<file path="config.mk">
export PLATFORM = sky130hd
export DESIGN_NAME = if_phase_detector
export DESIGN_NICKNAME = d
export VERILOG_FILES = /design/src/rtl/ifpd_pkg.sv /design/src/rtl/ifpd_sequencer.sv /design/src/rtl/ifpd_iq_extract.sv /design/src/rtl/ifpd_cordic_lane.sv /design/src/rtl/if_phase_detector.sv
export SDC_FILE = /design/constraint.sdc
export NUM_CORES = 1
export LEC_CHECK = 0
export CELL_PAD_IN_SITES_DETAIL_PLACEMENT = 1
export CELL_PAD_IN_SITES_GLOBAL_PLACEMENT = 1
export CORE_MARGIN = 2
export CORE_UTILIZATION = 45
export CTS_CLUSTER_SIZE = 25
export DETAILED_ROUTE_END_ITERATION = 7
export DONT_BUFFER_PORTS = 1
export HOLD_SLACK_MARGIN = 0.02
export PLACE_DENSITY = 0.81
export SLEW_MARGIN = 15
export SYNTH_ARGS = -nofsm -noshare
export SYNTH_HDL_FRONTEND = slang
export SYNTH_SLANG_ARGS = --single-unit
</file>
<file path="constraint.sdc">
create_clock -name clk -period 5.8 [get_ports clk]
set_clock_uncertainty 0.1 [all_clocks]
set_input_delay 1.45 -clock clk [delete_from_list [all_inputs] [get_ports clk]]
set_output_delay 1.45 -clock clk [all_outputs]
set_load 0.005 [all_outputs]
</file>
<file path="src/rtl/ifpd_pkg.sv">
`timescale 1ns/1ps
package ifpd_pkg;

    localparam int NUM_CH = 3;
    localparam int ANG_W  = 16;
    localparam logic [ANG_W-1:0] QUARTER_TURN = 16'h4000;

    // Binary angle of atan(2^-step) with 65536 counts per turn
    function automatic logic [ANG_W-1:0] micro_angle(input logic [3:0] step);
        logic [ANG_W-1:0] a;
        case (step)
            4'd0:    a = 16'd8192;
            4'd1:    a = 16'd4836;
            4'd2:    a = 16'd2555;
            4'd3:    a = 16'd1297;
            4'd4:    a = 16'd651;
            4'd5:    a = 16'd326;
            4'd6:    a = 16'd163;
            4'd7:    a = 16'd81;
            4'd8:    a = 16'd41;
            4'd9:    a = 16'd20;
            4'd10:   a = 16'd10;
            4'd11:   a = 16'd5;
            4'd12:   a = 16'd3;
            4'd13:   a = 16'd1;
            4'd14:   a = 16'd1;
            default: a = 16'd0;
        endcase
        return a;
    endfunction

endpackage

</file>
<file path="src/rtl/ifpd_sequencer.sv">
`timescale 1ns/1ps
module ifpd_sequencer #(
    parameter int CTR_W = 4
) (
    input  logic             clk,
    input  logic             rst_n,
    output logic [CTR_W-1:0] step_o,
    output logic [1:0]       phase_o,
    output logic             load_o,
    output logic             publish_o,
    output logic             valid_o
);

    typedef struct packed {
        logic [CTR_W-1:0] step;
        logic             primed;
        logic             valid;
    } seq_t;

    seq_t s_d, s_q;

    always_comb begin
        s_d      = s_q;
        load_o   = &s_q.step;
        publish_o = load_o & s_q.primed;
        s_d.step = s_q.step + 1'b1;
        s_d.valid = publish_o;
        if (load_o) begin
            s_d.primed = 1'b1;
        end
    end

    always_ff @(posedge clk or negedge rst_n) begin
        if (!rst_n) begin
            s_q <= '0;
        end else begin
            s_q <= s_d;
        end
    end

    assign step_o  = s_q.step;
    assign phase_o = s_q.step[1:0];
    assign valid_o = s_q.valid;

    // strobe lasts a single cycle
    a_r7_valid_one_cycle: assert property (@(posedge clk) disable iff (!rst_n)
        valid_o |=> !valid_o);

    // strobe coincides with frame cycle 0
    a_r7_valid_frame_start: assert property (@(posedge clk) disable iff (!rst_n)
        valid_o |-> (step_o == '0));

endmodule

</file>
<file path="src/rtl/ifpd_iq_extract.sv">
`timescale 1ns/1ps
module ifpd_iq_extract #(
    parameter int DATA_W = 16,
    parameter int WORK_W = DATA_W + 2
) (
    input  logic                     clk,
    input  logic                     rst_n,
    input  logic [1:0]               phase_i,
    input  logic [DATA_W-1:0]        sample_i,
    output logic signed [WORK_W-1:0] i_o,
    output logic signed [WORK_W-1:0] q_o
);

    typedef struct packed {
        logic [WORK_W-1:0] i;
        logic [WORK_W-1:0] q;
    } iq_t;

    iq_t s_d, s_q;
    logic [WORK_W-1:0] ext;

    always_comb begin
        ext = {{(WORK_W-DATA_W){sample_i[DATA_W-1]}}, sample_i};
        s_d = s_q;
        case (phase_i)
            2'd0:    s_d.i = ext;
            2'd1:    s_d.q = ext;
            2'd2:    s_d.i = -ext;
            default: s_d.q = -ext;
        endcase
    end

    always_ff @(posedge clk or negedge rst_n) begin
        if (!rst_n) begin
            s_q <= '0;
        end else begin
            s_q <= s_d;
        end
    end

    assign i_o = $signed(s_q.i);
    assign q_o = $signed(s_q.q);

endmodule

</file>
<file path="src/rtl/ifpd_cordic_lane.sv">
`timescale 1ns/1ps
module ifpd_cordic_lane
    import ifpd_pkg::*;
#(
    parameter int WORK_W = 18,
    parameter int CTR_W  = 4
) (
    input  logic                     clk,
    input  logic                     rst_n,
    input  logic [CTR_W-1:0]         step_i,
    input  logic                     load_i,
    input  logic                     publish_i,
    input  logic signed [WORK_W-1:0] i_i,
    input  logic signed [WORK_W-1:0] q_i,
    output logic [WORK_W-1:0]        mag_o,
    output logic [ANG_W-1:0]         phase_o
);

    typedef struct packed {
        logic [WORK_W-1:0] x;
        logic [WORK_W-1:0] y;
        logic [ANG_W-1:0]  z;
        logic [WORK_W-1:0] mag;
        logic [ANG_W-1:0]  ph;
    } lane_t;

    lane_t s_d, s_q;
    logic signed [WORK_W-1:0] x_cur, y_cur, x_sh, y_sh;
    logic [ANG_W-1:0] step_ang;

    always_comb begin
        s_d      = s_q;
        x_cur    = $signed(s_q.x);
        y_cur    = $signed(s_q.y);
        x_sh     = x_cur >>> step_i;
        y_sh     = y_cur >>> step_i;
        step_ang = micro_angle(4'(step_i));
        if (load_i) begin
            if (publish_i) begin
                s_d.mag = s_q.x;
                s_d.ph  = s_q.z;
            end
            if (!q_i[WORK_W-1]) begin
                s_d.x = q_i;
                s_d.y = -i_i;
                s_d.z = QUARTER_TURN;
            end else begin
                s_d.x = -q_i;
                s_d.y = i_i;
                s_d.z = -QUARTER_TURN;
            end
        end else if (y_cur[WORK_W-1]) begin
            s_d.x = x_cur - y_sh;
            s_d.y = y_cur + x_sh;
            s_d.z = s_q.z - step_ang;
        end else begin
            s_d.x = x_cur + y_sh;
            s_d.y = y_cur - x_sh;
            s_d.z = s_q.z + step_ang;
        end
    end

    always_ff @(posedge clk or negedge rst_n) begin
        if (!rst_n) begin
            s_q <= '0;
        end else begin
            s_q <= s_d;
        end
    end

    assign mag_o   = s_q.mag;
    assign phase_o = s_q.ph;

    // coarse rotation leaves x non-negative, even for full-scale input
    a_r8_coarse_x_nonneg: assert property (@(posedge clk) disable iff (!rst_n)
        load_i |=> !s_q.x[WORK_W-1]);

    // micro-rotations never shrink x
    a_r3_x_grows: assert property (@(posedge clk) disable iff (!rst_n)
        !load_i |=> ($signed(s_q.x) >= $signed($past(s_q.x))));

    // a published magnitude is never negative
    a_r3_mag_nonneg: assert property (@(posedge clk) disable iff (!rst_n)
        publish_i |=> !s_q.mag[WORK_W-1]);

endmodule

</file>
<file path="src/rtl/if_phase_detector.sv">
`timescale 1ns/1ps
module if_phase_detector
    import ifpd_pkg::*;
#(
    parameter int DATA_W = 16,
    parameter int CTR_W  = 4
) (
    input  logic                clk,
    input  logic                rst_n,
    input  logic [DATA_W-1:0]   fwd_sample_i,
    input  logic [DATA_W-1:0]   refl_sample_i,
    input  logic [DATA_W-1:0]   cav_sample_i,
    output logic [DATA_W+1:0]   fwd_mag_o,
    output logic [ANG_W-1:0]    fwd_phase_o,
    output logic [DATA_W+1:0]   refl_mag_o,
    output logic [ANG_W-1:0]    refl_phase_o,
    output logic [DATA_W+1:0]   cav_mag_o,
    output logic [ANG_W-1:0]    cav_phase_o,
    output logic                result_valid_o
);

    localparam int WORK_W = DATA_W + 2;

    logic [CTR_W-1:0] step;
    logic [1:0]       phase;
    logic             load, publish;

    logic [DATA_W-1:0]        samples [NUM_CH];
    logic signed [WORK_W-1:0] i_val   [NUM_CH];
    logic signed [WORK_W-1:0] q_val   [NUM_CH];
    logic [WORK_W-1:0]        mags    [NUM_CH];
    logic [ANG_W-1:0]         phs     [NUM_CH];

    assign samples[0] = fwd_sample_i;
    assign samples[1] = refl_sample_i;
    assign samples[2] = cav_sample_i;

    ifpd_sequencer #(.CTR_W(CTR_W)) u_seq (
        .clk       (clk),
        .rst_n     (rst_n),
        .step_o    (step),
        .phase_o   (phase),
        .load_o    (load),
        .publish_o (publish),
        .valid_o   (result_valid_o)
    );

    for (genvar ch = 0; ch < NUM_CH; ch++) begin : g_lane
        ifpd_iq_extract #(.DATA_W(DATA_W), .WORK_W(WORK_W)) u_iq (
            .clk      (clk),
            .rst_n    (rst_n),
            .phase_i  (phase),
            .sample_i (samples[ch]),
            .i_o      (i_val[ch]),
            .q_o      (q_val[ch])
        );

        ifpd_cordic_lane #(.WORK_W(WORK_W), .CTR_W(CTR_W)) u_lane (
            .clk       (clk),
            .rst_n     (rst_n),
            .step_i    (step),
            .load_i    (load),
            .publish_i (publish),
            .i_i       (i_val[ch]),
            .q_i       (q_val[ch]),
            .mag_o     (mags[ch]),
            .phase_o   (phs[ch])
        );
    end

    assign fwd_mag_o    = mags[0];
    assign fwd_phase_o  = phs[0];
    assign refl_mag_o   = mags[1];
    assign refl_phase_o = phs[1];
    assign cav_mag_o    = mags[2];
    assign cav_phase_o  = phs[2];

    // no output of any channel moves without the shared strobe
    a_r7_outputs_hold: assert property (@(posedge clk) disable iff (!rst_n)
        !result_valid_o |-> $stable({fwd_mag_o, fwd_phase_o, refl_mag_o,
                                     refl_phase_o, cav_mag_o, cav_phase_o}));

endmodule

</file>
==> run summary, run 1 <==
P_int: 10.7 mW
Vias in the first global route: 28698
Antenna cells: 0
P per Cell Area: 578 nW/µm²
Status: completed
Worst skew pair latency: 600 ps
DRC: 0
RSZ-0062 raised after global routing: no
Post-synthesis sequential area ratio: 28.4%
Max IR drop VDD: 0.315 mV
Cts bufs inserted: 46
DR iter-0 viols: 2045
Class of the worst hold path: flop to flop
DR vias/cell: 6.26
Top cells by area, synth: dfrtp_1 28%, mux4_2 6.9%, ha_1 6.5%, xnor2_1 5.9%, mux2_2 4.7%
Most instantiated cells after synthesis: 372 x dfrtp_1, 334 x nor2_1, 329 x nand2_1, 273 x a21oi_1, 266 x o21ai_0
Syn avg cell area: 8.82 µm²
Hold Path Sink: g_lane[2].u_iq.i_o[0]
Sequential share of power: 25.1%
GP Congestion: 0.948
Worst Path Arrival: 5810 ps
Switch Pwr: 9.24 mW
Buffers added on ports: 0
Post-synth ARST share: 100%
Rel. slew slack: 20.8%
Die area: 75100 µm²
Core Rows: 98
Global route overflow: 0
Tmin final: 5450 ps
Yosys top cell area share: 28.4%
Worst endpoint required time: 6160 ps
Synth cell types: 94
Clk buf depth: 3
Fin. max-slew vios: 0
CTS tree: done
Filler instances: 8365
Post-synth EDFFs: 0
Final WL: 104000 µm
Seq cells post-synth: 372
Initial core utilization: 45.6%
Cells after Synth: 3720
Syn. warnings: 0
DPL Wire Length: 77100 µm
# IOs: 153
Initial antenna violation count: 0
Largest area contributor in the netlist: dfrtp_1
Syn_nets: 3949
Total GRT Usage: 27.5%
Ys flop type: dfrtp_1
Final Setup Violations: 0
CP Launch Type: flop
Pleak: 14.3 nW
Hold Violations, Final: 0
R2r setup slk: 350 ps
FF-to-FF End: g_lane[1].u_lane.y_cur[17]
Switching share of power: 46.4%
Setup tns final: 0 ps
H-tree depth: 2
Fraction of layout cells with a size suffix above 1: 12.1%
Comb power frac: 60.4%
Routed vias: 28218
Pin count of the biggest net entering global routing: 373
Core ar.: 71900 µm²
Worst-path maximum fanout: 36
Clk root buf: clkbuf_16
Hold Path Origin: g_lane[2].u_iq.i_o[0]
Top-count cell post-synth: dfrtp_1
Hold Crit Depth: 2
Syn-to-layout area delta: 5.14%
Synthesized area: 32800 µm²
Crit Path Category: flop to flop
Global-route wire length before repair: 165000 µm
Routed Antenna Nets: 0
Die Ht: 274 µm
Type of destination of the critical path: flop
F_max: 0.183 GHz
Clock transition at path regs: 70 ps
Fin crit share: 94.0%
Chip Width: 274 µm
Nets: 3752
Worst r2r src: u_seq.step_o[1]
Clock power frac: 14.5%
Max cap viols: 0
WL per Instance: 23.1 µm
Worst Tran Pin Value: 1190 ps
CTS Sinks: 372
DRT Pass-1 Iters: 5
R2R depth: 19
Total power: 19.9 mW
repair_timing:
| item | in CTS | in global routing |
|---|---|---|
| hold buffers | 0 | 0 |
| setup buffers | 0 | 1 |
| resized for setup | 0 | 2 |
| endpoints found under the setup margin | 0 | 13 |
metrics by stage:
step / std cells / setup slack (ps) / hold slack [ps] / instance area, µm² / util [%]
finish: 4506 / 350 / 412 / 34500 / 48.0
global route: 4506 / 17.5 / 428 / 34500 / 48.0
CTS: 4505 / 286 / 420 / 34400 / 47.9
detailed placement: 4424 / 303 / 407 / 33000 / 45.9
global placement: 4424 / 446 / 395 / 33000 / 45.9
floorplan: 3720 / 143 / 335 / 32800 / -
final cells by class:
cell class / instances / area, µm² / share of cell area (%)
multi-input combinational: 2922 / 21400 / 62.2
sequential: 372 / 9330 / 27.1
clock buffer: 64 / 1320 / 3.82
tap: 950 / 1190 / 3.45
timing repair buffer: 77 / 641 / 1.86
inverter: 104 / 390 / 1.13
clock inverter: 17 / 174 / 0.504
worst max path at each step:
stage	endpoint	from	slack [ps]
after global routing	g_lane[0].u_lane.y_cur[17]	u_seq.step_o[0]	20
after CTS	g_lane[0].u_lane.y_cur[17]	u_seq.step_o[0]	290
final	g_lane[1].u_lane.y_cur[17]	u_seq.step_o[1]	350
after floorplan	g_lane[2].u_lane.x_cur[17]	u_seq.step_o[3]	140
after global placement	g_lane[0].u_lane.y_cur[17]	u_seq.step_o[0]	450
after detailed placement	g_lane[0].u_lane.y_cur[17]	u_seq.step_o[0]	300
cells by family (layout without fill, tap and decap cells):
| family | after synthesis | after routing | share of synthesized area (%) |
|---|---|---|---|
| AO/OA/AOI/OAI | 925 | 925 | 17.3 |
| XOR/XNOR | 375 | 375 | 10.1 |
| adder cells (fa/ha/maj) | 179 | 179 | 7.04 |
| buffers and inverters | 426 | 262 | 6.47 |
| flip-flops | 372 | 372 | 28.4 |
| multiplexers | 349 | 349 | 15.1 |
| AND/OR/NAND/NOR | 1094 | 1094 | 15.7 |
state kept, by name (all words and copies together), names as in the netlist, 4 cells and up:
register               cells
g_lane.u_lane.s_q         48
g_lane.u_iq.i_o           54
g_lane.u_lane.phase_o     48
u_seq.step_o               4
g_lane.u_iq.q_o           54
g_lane.u_lane.x_cur       54
g_lane.u_lane.y_cur       54
g_lane.u_lane.mag_o       54
placed cells by master, fill, tap and decap left out, drive strengths merged, types with 10 or more instances in the layout:
cell type	synthesis	routed
dfrtp	372	372
nor2	334	334
nand2	329	329
o21ai	283	283
a21oi	274	274
xnor2	221	221
ha	170	170
xor2	153	153
mux2	141	141
mux2i	107	107
inv	101	105
mux4	101	101
nor3	91	91
nor2b	79	79
buf	188	77
clkbuf	134	64
a211oi	62	62
nand2b	50	50
nand3	42	42
a21o	40	40
a31oi	38	38
or3	38	38
o21a	24	24
and3	23	23
o31ai	22	22
and2	20	20
o211ai	20	20
nor4	20	20
a22oi	17	17
o21bai	17	17
o22ai	16	16
or4	15	15
nand4	12	12
clkinv	3	12
a22o	11	11
o41ai	10	10
a21boi	10	10
power by group through the flow:
stage / registers (mW) / logic (mW) / clock network (mW)
after global routing: 5.08 / 13.4 / 3.06
after CTS: 4.95 / 11.9 / 2.94
after global placement: 4.96 / 11.3 / 0
final: 5.01 / 12.0 / 2.89
after detailed placement: 4.99 / 11.7 / 0
after floorplan: 4.12 / 9.96 / 0
worst max-delay path, cell delays in order (launching register included):
cell and delay [ps]:
dfrtp_4 710, buf_12 290, mux4_2 560, a222oi_1 530, mux2i_1 250, inv_1 100
ha_1 200, nand3b_1 160, nor4_1 400, buf_4 190, nor2_1 50, xnor2_1 150
ha_1 360, o21a_1 210, o21ai_0 150, nand2b_1 120, and3_1 200, a221o_1 330
xnor2_1 150, a21oi_1 80
metal layers:
| layer | wire length [µm] | share of wire, % | GRT usage (%) |
|---|---|---|---|
| met2 | 48000 | 46 | 44.7 |
| met5 | 0 | 0 | 0 |
| met1 | 45500 | 44 | 37.3 |
| met3 | 7220 | 6.9 | 4.40 |
| met4 | 3430 | 3.3 | 8.92 |
Note: power is estimated with default switching activity, not from simulation.
==> inputs of run 2 (changes only) <==
--- a/config.mk
+++ b/config.mk
@@ -9,11 +9,12 @@
 export CELL_PAD_IN_SITES_GLOBAL_PLACEMENT = 1
 export CORE_MARGIN = 2
 export CORE_UTILIZATION = 45
-export CTS_CLUSTER_SIZE = 25
+export CTS_CLUSTER_SIZE = 14
 export DETAILED_ROUTE_END_ITERATION = 7
 export DONT_BUFFER_PORTS = 1
 export HOLD_SLACK_MARGIN = 0.02
 export PLACE_DENSITY = 0.81
+export REMOVE_ABC_BUFFERS = 1
 export SLEW_MARGIN = 15
 export SYNTH_ARGS = -nofsm -noshare
 export SYNTH_HDL_FRONTEND = slang
==> run summary, run 2 (same netlist as run 1, synthesis figures left out) <==
DPL Wire Length: 73800 µm
Most frequent cells in the layout: 365 x dfrtp_1, 331 x nor2_1, 327 x nand2_1
Final WL: 103000 µm
Global-route wire length before repair: 163000 µm
Worst stage delay on the critical path: 730 ps
CTS tree: done
Filler instances: 8391
Routed Antenna Nets: 0
Global route overflow: 0
Max cap viols: 0
CP top delay family: compound AO/OA/AOI/OAI gates
F_max: 0.183 GHz
Placed cell count: 4428
Syn-to-layout area delta: 6.16%
Worst endpoint required time: 6190 ps
Nets: 3761
Rel. slew slack: 25.6%
CP Launch Type: flop
Hold Path Origin: g_lane[0].u_lane.s_q[48]
Core Rows: 98
Crit-path most repeated cell: o21ai_0
Fin crit share: 94.4%
Worst Tran Pin Value: 1120 ps
Buf+Inv Stages, Crit Path: 2
RSZ-0062 raised after global routing: no
GP Congestion: 0.943
Chip Width: 274 µm
Class of the worst hold path: flop to flop
Fraction of layout cells with a size suffix above 1: 12.6%
Worst skew pair latency: 610 ps
Worst-path maximum fanout: 34
Post-DP Area: 33000 µm²
Clk buf depth: 3
P per Cell Area: 582 nW/µm²
Non-filler cells, final: 4521
Fin. max-slew vios: 0
Die Ht: 274 µm
Crit Path Category: flop to flop
Core ar.: 71900 µm²
Clock transition at path regs: 70 ps
Routed vias: 27944
Max IR drop VDD: 0.272 mV
DR vias/cell: 6.18
Final instance area: 34800 µm²
DRC: 0
Antenna cells: 0
Initial antenna violation count: 0
Crit path from: u_seq.step_o[2]
Tmin final: 5480 ps
DR iter-0 viols: 1982
DRT Pass-1 Iters: 5
Multi-input gate area: 21400 µm²
Worst r2r src: u_seq.step_o[2]
Total GRT Usage: 27.1%
Cts bufs inserted: 48
Status: completed
Die area: 75100 µm²
WL per Instance: 22.9 µm
Vias in the first global route: 29058
Storage element area: 9330 µm²
Type of destination of the critical path: flop
H-tree depth: 2
Commonest non-fill, non-tap cell in the layout: dfrtp_1
Buffers added on ports: 0
Clk root buf: clkbuf_16
Pleak: 14.4 nW
Pin count of the biggest net entering global routing: 373
Slowest-stage cell, CP: dfrtp_4
Worst Path Arrival: 5870 ps
Hold Violations, Final: 0
Final Setup Violations: 0
Initial core utilization: 45.6%
# IOs: 153
CTS Sinks: 372
Crit-path cells: clkinv_1 > buf_4 > mux4_2 > ha_1 > mux2_2 > fa_1 > nor2b_1 > o21ai_0 > a21boi_0 > o21ai_0 > a21boi_0 > o21ai_0 > a21oi_1 > mux2i_1 > a311oi_1
[run 2: cell count changes in the layout (fill, tap and decap cells not counted), sizes merged]
| cell | change |
|---|---|
| bufinv | +6 |
| clkbuf | -1 |
| clkinv | +2 |
| clkinvlp | +3 |
| inv | -1 |
| buf | +6 |
[run 2: metrics by stage]
step	setup WS, ps	power (mW)	util (%)	hold WS [ps]	TNS [ps]
floorplan	-5260	13.6	-	335	-1036980
global placement	407	16.2	45.9	391	0
detailed placement	292	16.6	45.9	406	0
CTS	156	20.2	48.3	419	0
global route	11.7	21.9	48.5	444	0
finish	324	20.3	48.5	412	0
[run 2: path summary, 6_finish.rpt]
path | endpoint | slack, ps | cells past startpoint
setup / recovery | g_lane[1].u_lane.s_q[48] | 320 | 15
min in group asynchronous | g_lane[1].u_iq.q_o[6] | 470 | 0
setup reg to reg | g_lane[1].u_lane.s_q[48] | 320 | 15
hold / removal | g_lane[0].u_lane.phase_o[14] | 410 | 1
max in group asynchronous | g_lane[2].u_lane.s_q[34] | 4260 | 0
hold reg to reg | g_lane[0].u_lane.phase_o[14] | 410 | 1
[run 2: metal layers]
layer / wire length (µm) / global-route usage [%] / vias up
li1: - / - / 12871
met1: 43400 / 34.8 / 13929
met2: 49300 / 45.5 / 896
met3: 6800 / 4.96 / 248
met4: 3830 / 10.1 / 0
met5: 0 / 0 / -
[run 2: power by group]
group / leakage, nW / internal (mW) / total, mW / switching, mW
clock network: 0.837 / 2.00 / 3.30 / 1.30
logic: 9.15 / 5.48 / 12.0 / 6.47
registers: 4.42 / 3.54 / 5.00 / 1.46
[run 2: repair_timing]
action,in CTS,in global routing
endpoints found under the setup margin,0,20
buffers inserted,0,4
hold buffers,0,0
resized for setup,0,3
[run 2: area by class of cell]
| class | count | share of cell area, % |
|---|---|---|
| multi-input combinational | 2922 | 61.6 |
| sequential | 372 | 26.8 |
| clock buffer | 62 | 3.83 |
| tap | 950 | 3.41 |
| timing repair buffer | 84 | 2.13 |
| clock inverter | 27 | 1.14 |
| inverter | 104 | 1.12 |
[run 2: worst reg2reg max path: cells and delay by family, from the launching register on]
kind                       cells  cell delay [ps]
adders and majority gates      2              750
AOI/OAI and AO/OA              7             1890
DFF                            1              730
buffers and inverters          2              790
and+or+nand+nor                1              170
muxes                          3              930
